===== config.mk =====
export PLATFORM = sky130hd
export DESIGN_NAME = addr_postinc
export DESIGN_NICKNAME = d
export VERILOG_FILES = /design/src/rtl/addr_postinc_pkg.sv /design/src/rtl/step_decode.sv /design/src/rtl/wrap_detect.sv /design/src/rtl/addr_postinc.sv
export SDC_FILE = /design/constraint.sdc
export NUM_CORES = 1
export LEC_CHECK = 0
export ABC_CLOCK_PERIOD_IN_PS = 2300
export BUFFER_PORTS_ARGS = -buffer_cell sky130_fd_sc_hd__buf_2
export CORE_ASPECT_RATIO = 1.1
export CORE_UTILIZATION = 44
export DETAILED_ROUTE_END_ITERATION = 16
export PLACE_DENSITY = 0.77
export SLEW_MARGIN = 20
export SYNTH_ARGS = -nofsm -noshare
export SYNTH_HDL_FRONTEND = slang
export SYNTH_SLANG_ARGS = --single-unit

===== constraint.sdc =====
create_clock -name clk -period 2.3 [get_ports clk]
set_input_delay 0.23 -clock clk [delete_from_list [all_inputs] [get_ports clk]]
set_output_delay 0.23 -clock clk [all_outputs]
set_load 0.02 [all_outputs]

===== src/rtl/addr_postinc_pkg.sv =====
package addr_postinc_pkg;
  localparam int ADDR_W    = 16;
  localparam int SEL_W     = 2;
  localparam int NUM_STEPS = 3;

  // Step size in bytes for a legal code: a power of two.
  function automatic logic [ADDR_W-1:0] step_bytes(input logic [SEL_W-1:0] code);
    return ADDR_W'(1) << code;
  endfunction

  // Clear the low bits of an address below the step alignment.
  function automatic logic [ADDR_W-1:0] align_down(input logic [ADDR_W-1:0] a,
                                                   input logic [ADDR_W-1:0] step);
    return a & ~(step - ADDR_W'(1));
  endfunction
endpackage


===== src/rtl/step_decode.sv =====
module step_decode
  import addr_postinc_pkg::*;
#(
  parameter int AW     = ADDR_W,
  parameter int SW     = SEL_W,
  parameter int NSTEPS = NUM_STEPS
) (
  input  logic [SW-1:0] sel,
  output logic [AW-1:0] step,
  output logic          legal
);
  logic [NSTEPS-1:0] hit;

  for (genvar g = 0; g < NSTEPS; g++) begin : g_code
    assign hit[g] = (sel == SW'(g));
  end

  always_comb begin
    step  = '0;
    legal = |hit;
    for (int i = 0; i < NSTEPS; i++) begin
      if (hit[i]) step = AW'(1) << i;
    end
  end
endmodule


===== src/rtl/wrap_detect.sv =====
module wrap_detect
  import addr_postinc_pkg::*;
#(
  parameter int AW = ADDR_W
) (
  input  logic [AW-1:0] cur,
  input  logic [AW-1:0] ring_last,
  input  logic [AW-1:0] step,
  input  logic          mode_on,
  input  logic          legal,
  output logic          match
);
  logic [AW-1:0] last_aligned;

  assign last_aligned = align_down(ring_last, step);
  assign match        = mode_on && legal && (cur == last_aligned);
endmodule


===== src/rtl/addr_postinc.sv =====
module addr_postinc
  import addr_postinc_pkg::*;
#(
  parameter int AW = ADDR_W,
  parameter int SW = SEL_W
) (
  input  logic          clk,
  input  logic          rst_n,
  input  logic          req_valid,
  input  logic [AW-1:0] cur_addr,
  input  logic [SW-1:0] step_sel,
  input  logic          modulo_on,
  input  logic [AW-1:0] ring_start,
  input  logic [AW-1:0] ring_end,
  output logic          res_valid,
  output logic [AW-1:0] next_addr,
  output logic          wrap_hit,
  output logic          step_err
);
  // Named internal events, brought out for the assertions.
  logic [AW-1:0] step_val;
  logic          step_legal;
  logic          wrap_match;
  logic [AW-1:0] sum_addr;
  logic [AW-1:0] next_comb;

  step_decode #(.AW(AW), .SW(SW)) u_dec (
    .sel   (step_sel),
    .step  (step_val),
    .legal (step_legal)
  );

  wrap_detect #(.AW(AW)) u_wrap (
    .cur       (cur_addr),
    .ring_last (ring_end),
    .step      (step_val),
    .mode_on   (modulo_on),
    .legal     (step_legal),
    .match     (wrap_match)
  );

  assign sum_addr = cur_addr + step_val;

  always_comb begin
    if (!step_legal)     next_comb = cur_addr;
    else if (wrap_match) next_comb = ring_start;
    else                 next_comb = sum_addr;
  end

  always_ff @(posedge clk) begin
    if (!rst_n) begin
      res_valid <= 1'b0;
      next_addr <= '0;
      wrap_hit  <= 1'b0;
      step_err  <= 1'b0;
    end else begin
      res_valid <= req_valid;
      wrap_hit  <= req_valid && wrap_match;
      step_err  <= req_valid && !step_legal;
      if (req_valid) next_addr <= next_comb;
    end
  end

  // a reload only follows a request made in circular mode
  assert_wrap_needs_mode_R3: assert property (@(posedge clk) disable iff (!rst_n)
    wrap_hit |-> ($past(req_valid) && $past(modulo_on) && next_addr == $past(ring_start)));

  // an illegal code never reloads and never moves the address
  assert_illegal_holds_R6: assert property (@(posedge clk) disable iff (!rst_n)
    (req_valid && step_sel == SW'(3)) |=> (step_err && !wrap_hit && next_addr == $past(cur_addr)));

  // plain counting in linear mode
  assert_linear_step_R2: assert property (@(posedge clk) disable iff (!rst_n)
    (req_valid && !modulo_on && step_sel != SW'(3)) |=>
      (!wrap_hit && next_addr == AW'($past(cur_addr) + (AW'(1) << $past(step_sel)))));

  // idle cycles keep the outputs quiet and the address held
  assert_idle_quiet_R8: assert property (@(posedge clk) disable iff (!rst_n)
    !req_valid |=> (!res_valid && !wrap_hit && !step_err && $stable(next_addr)));

  // flags only appear together with a result
  assert_flags_with_result_R7: assert property (@(posedge clk) disable iff (!rst_n)
    (wrap_hit || step_err) |-> res_valid);
endmodule


==> metrics.txt, run 1 <==
HP Class=in -> reg; area of the multi-input gates=~1300 sq um; final hold violation count=0; status=finished clean; Min Hold Slack=~0.25 ns; root buffer cell=clkbuf_8; CP max stage delay=around 0.56 ns; synthesized area per cell=roughly 7.6 sq um; # IOs=73; worst path cell trace=buf_2 > and2_4 > nor2_1 > o32ai_1 > or4b_4 > or3b_1 > a41oi_2; drt pass-1 iters=4; H-Tree Depth=1; Worst setup EP type=register; Leak Pwr=around 1.1 nW; GRT Residual Overflow=0; dominant synthesized flop cell=dfxtp_1; critical path's slowest cell=or4b_4; maximum clock path buffer count=2; Tmin final=~2 ns; largest net degree at the start of global routing=21; final worst path period share=0.868; FMAX=501 MHz; sequential cell area=about 380 sq um; sequential fraction of the synthesis area=0.212; TNS Setup=0 ns; layout cell share with drive strength beyond 1=0.314; initial core utilization=0.475; Max VDD drop=approximately 210 uV; DP HPWL=between 4 and 5 mm; vias in the first global route=1842; DR iter-0 viols=110; Fill cells=between 300 and 400; CP arrival=2.18 ns; WL/cell=about 14 um; post-CTS sizing=0; Hold-fix buffers, CTS=0; Post-Synthesis Cell Area=1790 sq um; Buffers on Ports=72; crit start category=input pin; die height=between 60 and 70 um; DRT antenna net count=0; Post-synth EDFFs=0; Buf/Inv on CP=1; ys async rst share=0; die width=~63 um; CTS tree=done; Final Setup Violations=0; post-CTS setup buffers=0; crit-path max FO=14; Synth Net Count=around 300; final WL=4.97 mm; Site Rows=23; Slew headroom=0.788; Clk Latency, worst-skew pair=roughly 0.25 ns; crit path kind=in -> reg; Slew Viols, Final=0; fin nets=roughly 360; commonest non-fill, non-tap cell in the layout=buf_2; #FFs+latches synth=19; core box area=~3800 sq um; Cells after Synth=~240; max_cap viols=0; Yosys cell types=51; warnings from Yosys=0; vias post-DR=1962; die area=approximately 4300 sq um; Final Skew=0 ns; global-route wire length before repair=between 8 and 9 mm; cts bufs inserted=3; global-route usage over all layers=0.237; DRC errors left=0; synthesis-to-layout area growth=26.1%; RePlAce Congestion=~0.90; Worst-Margin Slew=between 0.3 and 0.4 ns; WP data required=between 2 and 2.5 ns; most frequent cells in the layout=buf_2, nand2_1, nor2_1, dfxtp_1, xor2_1; RSZ-0062 raised after global routing=no; Via density=5.51; pwr dens=slightly above 400 nW/um^2; clk slew on worst S/H paths=0.08 ns; Clock Sinks=19; initial antenna violation count=0; Ant. Diodes=0; cell family with most CP delay=simple AND/OR/NAND/NOR gates
## cell usage after synthesis (2+ instances only)
library cell,instances,area share
a211oi_1,2,0.0084
a21oi_1,9,0.025
a2bb2oi_1,3,0.015
a31oi_1,2,0.0070
a41oi_1,2,0.0098
and2_0,2,0.0070
and2_1,3,0.010
and3_1,3,0.010
and4_1,3,0.015
buf_2,6,0.017
buf_6,2,0.013
clkbuf_1,11,0.023
dfxtp_1,19,0.21
ha_1,2,0.014
inv_1,7,0.015
mux2i_1,11,0.061
nand2_1,28,0.059
nand2b_1,6,0.021
nand3_1,8,0.022
nand4_1,3,0.010
nor2_1,19,0.040
nor2b_1,5,0.017
nor3_1,8,0.022
o211ai_1,9,0.038
o21ai_0,13,0.036
o32ai_1,2,0.0098
or2_2,2,0.0070
or3b_1,3,0.015
xnor2_1,7,0.034
xor2_1,16,0.078
## kinds of logic after synthesis
| logic type | share of synthesized area |
|---|---|
| and+or+nand+nor | 0.306 |
| buffers and inverters | 0.0691 |
| AOI/OAI and AO/OA | 0.214 |
| DFF | 0.212 |
| muxes | 0.0615 |
| adders and majority gates | 0.0251 |
| xor gates and xnor gates | 0.112 |
## layout make-up
type / instances / share of cell area
Multi-Input combinational cell: 191 / 0.570
Timing Repair Buffer: 85 / 0.203
Sequential cell: 19 / 0.168
Tap cell: 50 / 0.0277
Clock buffer: 4 / 0.0199
Inverter: 7 / 0.0116
## registers in the layout, indices dropped and copies added, names as in the netlist
| signal | count |
|---|---|
| res_valid | 1 |
| wrap_hit | 1 |
| next_addr | 16 |
| step_err | 1 |
## routing by layer
layer | vias up | global-route usage | routed length [um]
li1 | 978 | - | -
met1 | 895 | 0.286 | 2120
met2 | 77 | 0.427 | 2440
met3 | 12 | 0.0230 | 285
met4 | 0 | 0.122 | 119
met5 | - | 0 | 0
## worst paths after layout
check / to / slack (ns) / from / depth (start not counted)
setup / recovery: next_addr[8] / 0.30 / step_sel[1] / 7
hold / removal: next_addr[6] / 0.25 / ring_start[6] / 3
hold reg to reg: next_addr[14] / 0.54 / next_addr[14] / 2
setup reg to reg: next_addr[1] / 1.54 / next_addr[1] / 4
## stage by stage
step	power [mW]	instance area, sq um	util	std cells	setup WS, ns
2_1_floorplan	0.563	1790	-	237	0.146
3_3_place_gp	0.682	2210	0.587	352	0.0982
3_5_place_dp	0.688	2210	0.587	352	0.0447
4_1_cts	0.922	2260	0.599	356	0.320
5_1_grt	0.972	2260	0.599	356	0.165
6_report	0.919	2260	0.599	356	0.304
## worst min-delay path, delay by kind of cell
kind / cells / cell delay [ns]
AOI/OAI and AO/OA: 1 / 0.12
muxes: 1 / 0.05
buffers and inverters: 1 / 0.08
## power breakdown
part           switching [mW]  leakage [nW]  internal [mW]
Sequential             0.0106         0.157          0.353
Clock                   0.113        0.0228          0.123
Combinational           0.182         0.922          0.137
No activity file was read; power rests on OpenSTA's default activity.
==> run 2, diff against run 1 <==
ABC_AREA = 1   (was unset)
CORE_UTILIZATION = 46   (was 44)
PLACE_DENSITY = 0.78   (was 0.77)
==> run 2 against run 1 <==
Die area is 10% higher; sequential power is 1% lower; global-route usage is 2.3 points higher; clock-buffer cell count is 1 lower; core utilization is 1.5 points lower; sequential share of layout area is 1.8 points lower; synthesized cell count is 56% higher; clock power is 2% lower; wire length is 20% higher; maximum frequency is 0.72% lower; combinational power is 21% higher; clock skew stayed put; largest cell class unchanged.
==> metrics.txt, run 2 <==
status=finished clean; dominant synthesized flop cell=dfxtp_1; Site Rows=25; global-route wire length before repair=between 9 and 10 mm; final worst path period share=0.874; H-Tree Depth=1; DR iter-0 viols=roughly 110; Hold Crit Start=rst_n; Ant. Diodes=0; fin nets=500; Worst-Margin Slew=roughly 0.6 ns; maximum clock path buffer count=2; Cells after Synth=370; commonest non-fill, non-tap cell in the layout=nand2_1; max_cap viols=0; final WL=5.96 mm; synthesized area per cell=approximately 5.6 sq um; Tmin final=between 2 and 2.5 ns; die area=4770 sq um; global-route usage over all layers=0.260; Sequential Power Share=0.366; Clk Latency, worst-skew pair=0.26 ns; WL/cell=roughly 12 um; FMAX=between 400 and 500 MHz; CP arrival=between 2 and 2.5 ns; Post-Synthesis Cell Area=2070 sq um; Crit. Startpoint=step_sel[1]; Reg with most FFs=next_addr; initial core utilization=0.479; vias in the first global route=approximately 2.3k; Final Skew=0 ns; Post-synth EDFFs=0; Net Sw Frac=0.372; max FFs per register=16; part of the power in the clock network=0.238; worst reg-to-reg setup slack=about 1.7 ns; DRT antenna net count=0; Buffers on Ports=72; Clock Sinks=19; largest net degree at the start of global routing=23; drt pass-1 iters=5; TNS Setup=0 ns; post-synthesis simple-gate area fraction=0.527; DRC errors left=0; most frequent cells in the layout=nand2_1, buf_2, nand3_1; # IOs=between 70 and 80; crit-path max FO=5; die height=72.3 um; clk slew on worst S/H paths=around 0.070 ns; die width=about 66 um; root buffer cell=clkbuf_8; Sw Pwr=roughly 0.36 mW; #FFs+latches synth=19; Hold-fix buffers, CTS=0; RePlAce Congestion=slightly above 0.9; logic gate share of total power=0.396; top-count cell post-synth=nand2_1; sequential fraction of the synthesis area=0.184; HP Class=in -> reg; Slew Viols, Final=0; Worst setup EP type=register; initial antenna violation count=0; ys async rst share=0; Min Hold Slack=between 0.2 and 0.25 ns; Leak Pwr=about 1.4 nW; crit start category=input pin; Synth Area in Adders=0.0218; synthesis-to-layout area growth=21.9%; Internal Power=about 0.61 mW; Synth area leader=nand2_1; Synth Area in XOR/XNOR=0.0508; cts bufs inserted=3; CTS tree=done; Yosys cell types=27; post-synthesis mux area share=0; pwr dens=~390 nW/um^2; Synth top area share=0.245; commonest cells in the synthesized netlist=nand2_1, nand3_1, inv_1; GRT Residual Overflow=0; vias post-DR=about 2.5k; Worst R2R Start=next_addr[10]; post-CTS setup buffers=0; Slew headroom=0.592; RSZ-0062 raised after global routing=no; compound-gate portion of the synthesized area=0.0998; WP data required=approximately 2.5 ns; Synth Net Count=around 430; DP HPWL=approximately 5 mm; warnings from Yosys=0; core box area=4320 sq um; Via density=between 5 and 6; final hold violation count=0; synth top area cells=nand2_1, dfxtp_1, nand3_1, inv_1, a21oi_1; post-CTS sizing=0; Final Setup Violations=0; Max VDD drop=140 uV; largest family of logic cells by synthesized area=simple AND/OR/NAND/NOR gates; crit path kind=in -> reg; layout cell share with drive strength beyond 1=0.235
run 2: cell types whose count changed after synthesis, moves of 11 or more:
cell / before / now
mux2i_1: 11 / 0
a21oi_1: 9 / 26
nor2_1: 19 / 30
o21ai_0: 13 / 2
inv_1: 7 / 41
nand2_1: 28 / 135
nand3_1: 8 / 58
run 2: cells by family after synthesis:
| group | count (synthesis) |
|---|---|
| buffers and inverters | 54 |
| AND/OR/NAND/NOR | 246 |
| XOR/XNOR | 12 |
| flip-flops | 19 |
| AO/OA/AOI/OAI | 36 |
| adder cells (fa/ha/maj) | 3 |
run 2: metrics by stage:
step | setup slack [ns] | cell area, sq um | instances | total power, mW | utilization
4_1_cts | 0.305 | 2520 | 496 | 0.981 | 0.585
3_5_place_dp | 0.0460 | 2480 | 492 | 0.750 | 0.574
3_3_place_gp | 0.0814 | 2480 | 492 | 0.746 | 0.574
6_report | 0.290 | 2520 | 496 | 0.979 | 0.585
2_1_floorplan | 0.327 | 2070 | 370 | 0.618 | -
5_1_grt | 0.0151 | 2520 | 496 | 1.04 | 0.585
run 2: power by group through the flow:
stage          registers [mW]  clock network [mW]  logic (mW)
6_report                0.359               0.233       0.387
5_1_grt                 0.361               0.248       0.435
4_1_cts                 0.359               0.237       0.386
3_5_place_dp            0.366                   0       0.384
3_3_place_gp            0.366                   0       0.380
2_1_floorplan           0.393                   0       0.225
run 2: worst paths after layout:
path                        end  depth (start not counted)
setup / recovery  next_addr[10]                         14
hold reg to reg    next_addr[1]                          2
setup reg to reg  next_addr[10]                          2
hold / removal        res_valid                          3
run 2: per-layer routing:
layer	vias to the layer above	wire length, um	track usage
met5	-	0	0
met4	0	104	0.0946
met3	11	353	0.0283
met2	87	2760	0.465
met1	1093	2740	0.316
li1	1320	-	-
run 2: cell type report:
class                           count  area, sq um
Clock buffer                        3         41.3
Clock inverter                      1         5.00
Fill cell                         474         1790
Inverter                           41          154
Multi-Input combinational cell    297         1450
Sequential cell                    19          380
Tap cell                           54         67.6
Timing Repair Buffer               81          428
run 2: worst max-delay path: stages:
cell and delay (ns):
buf_2 0.13, nor2_1 0.17, nand2_1 0.12, fa_1 0.43, inv_1 0.07, nand2_1 0.06
a21oi_1 0.28, nand2_1 0.13, nor2_1 0.13, xor2_1 0.15, nand2_1 0.07, nand3_1 0.06
nand2_1 0.06, a21oi_2 0.10
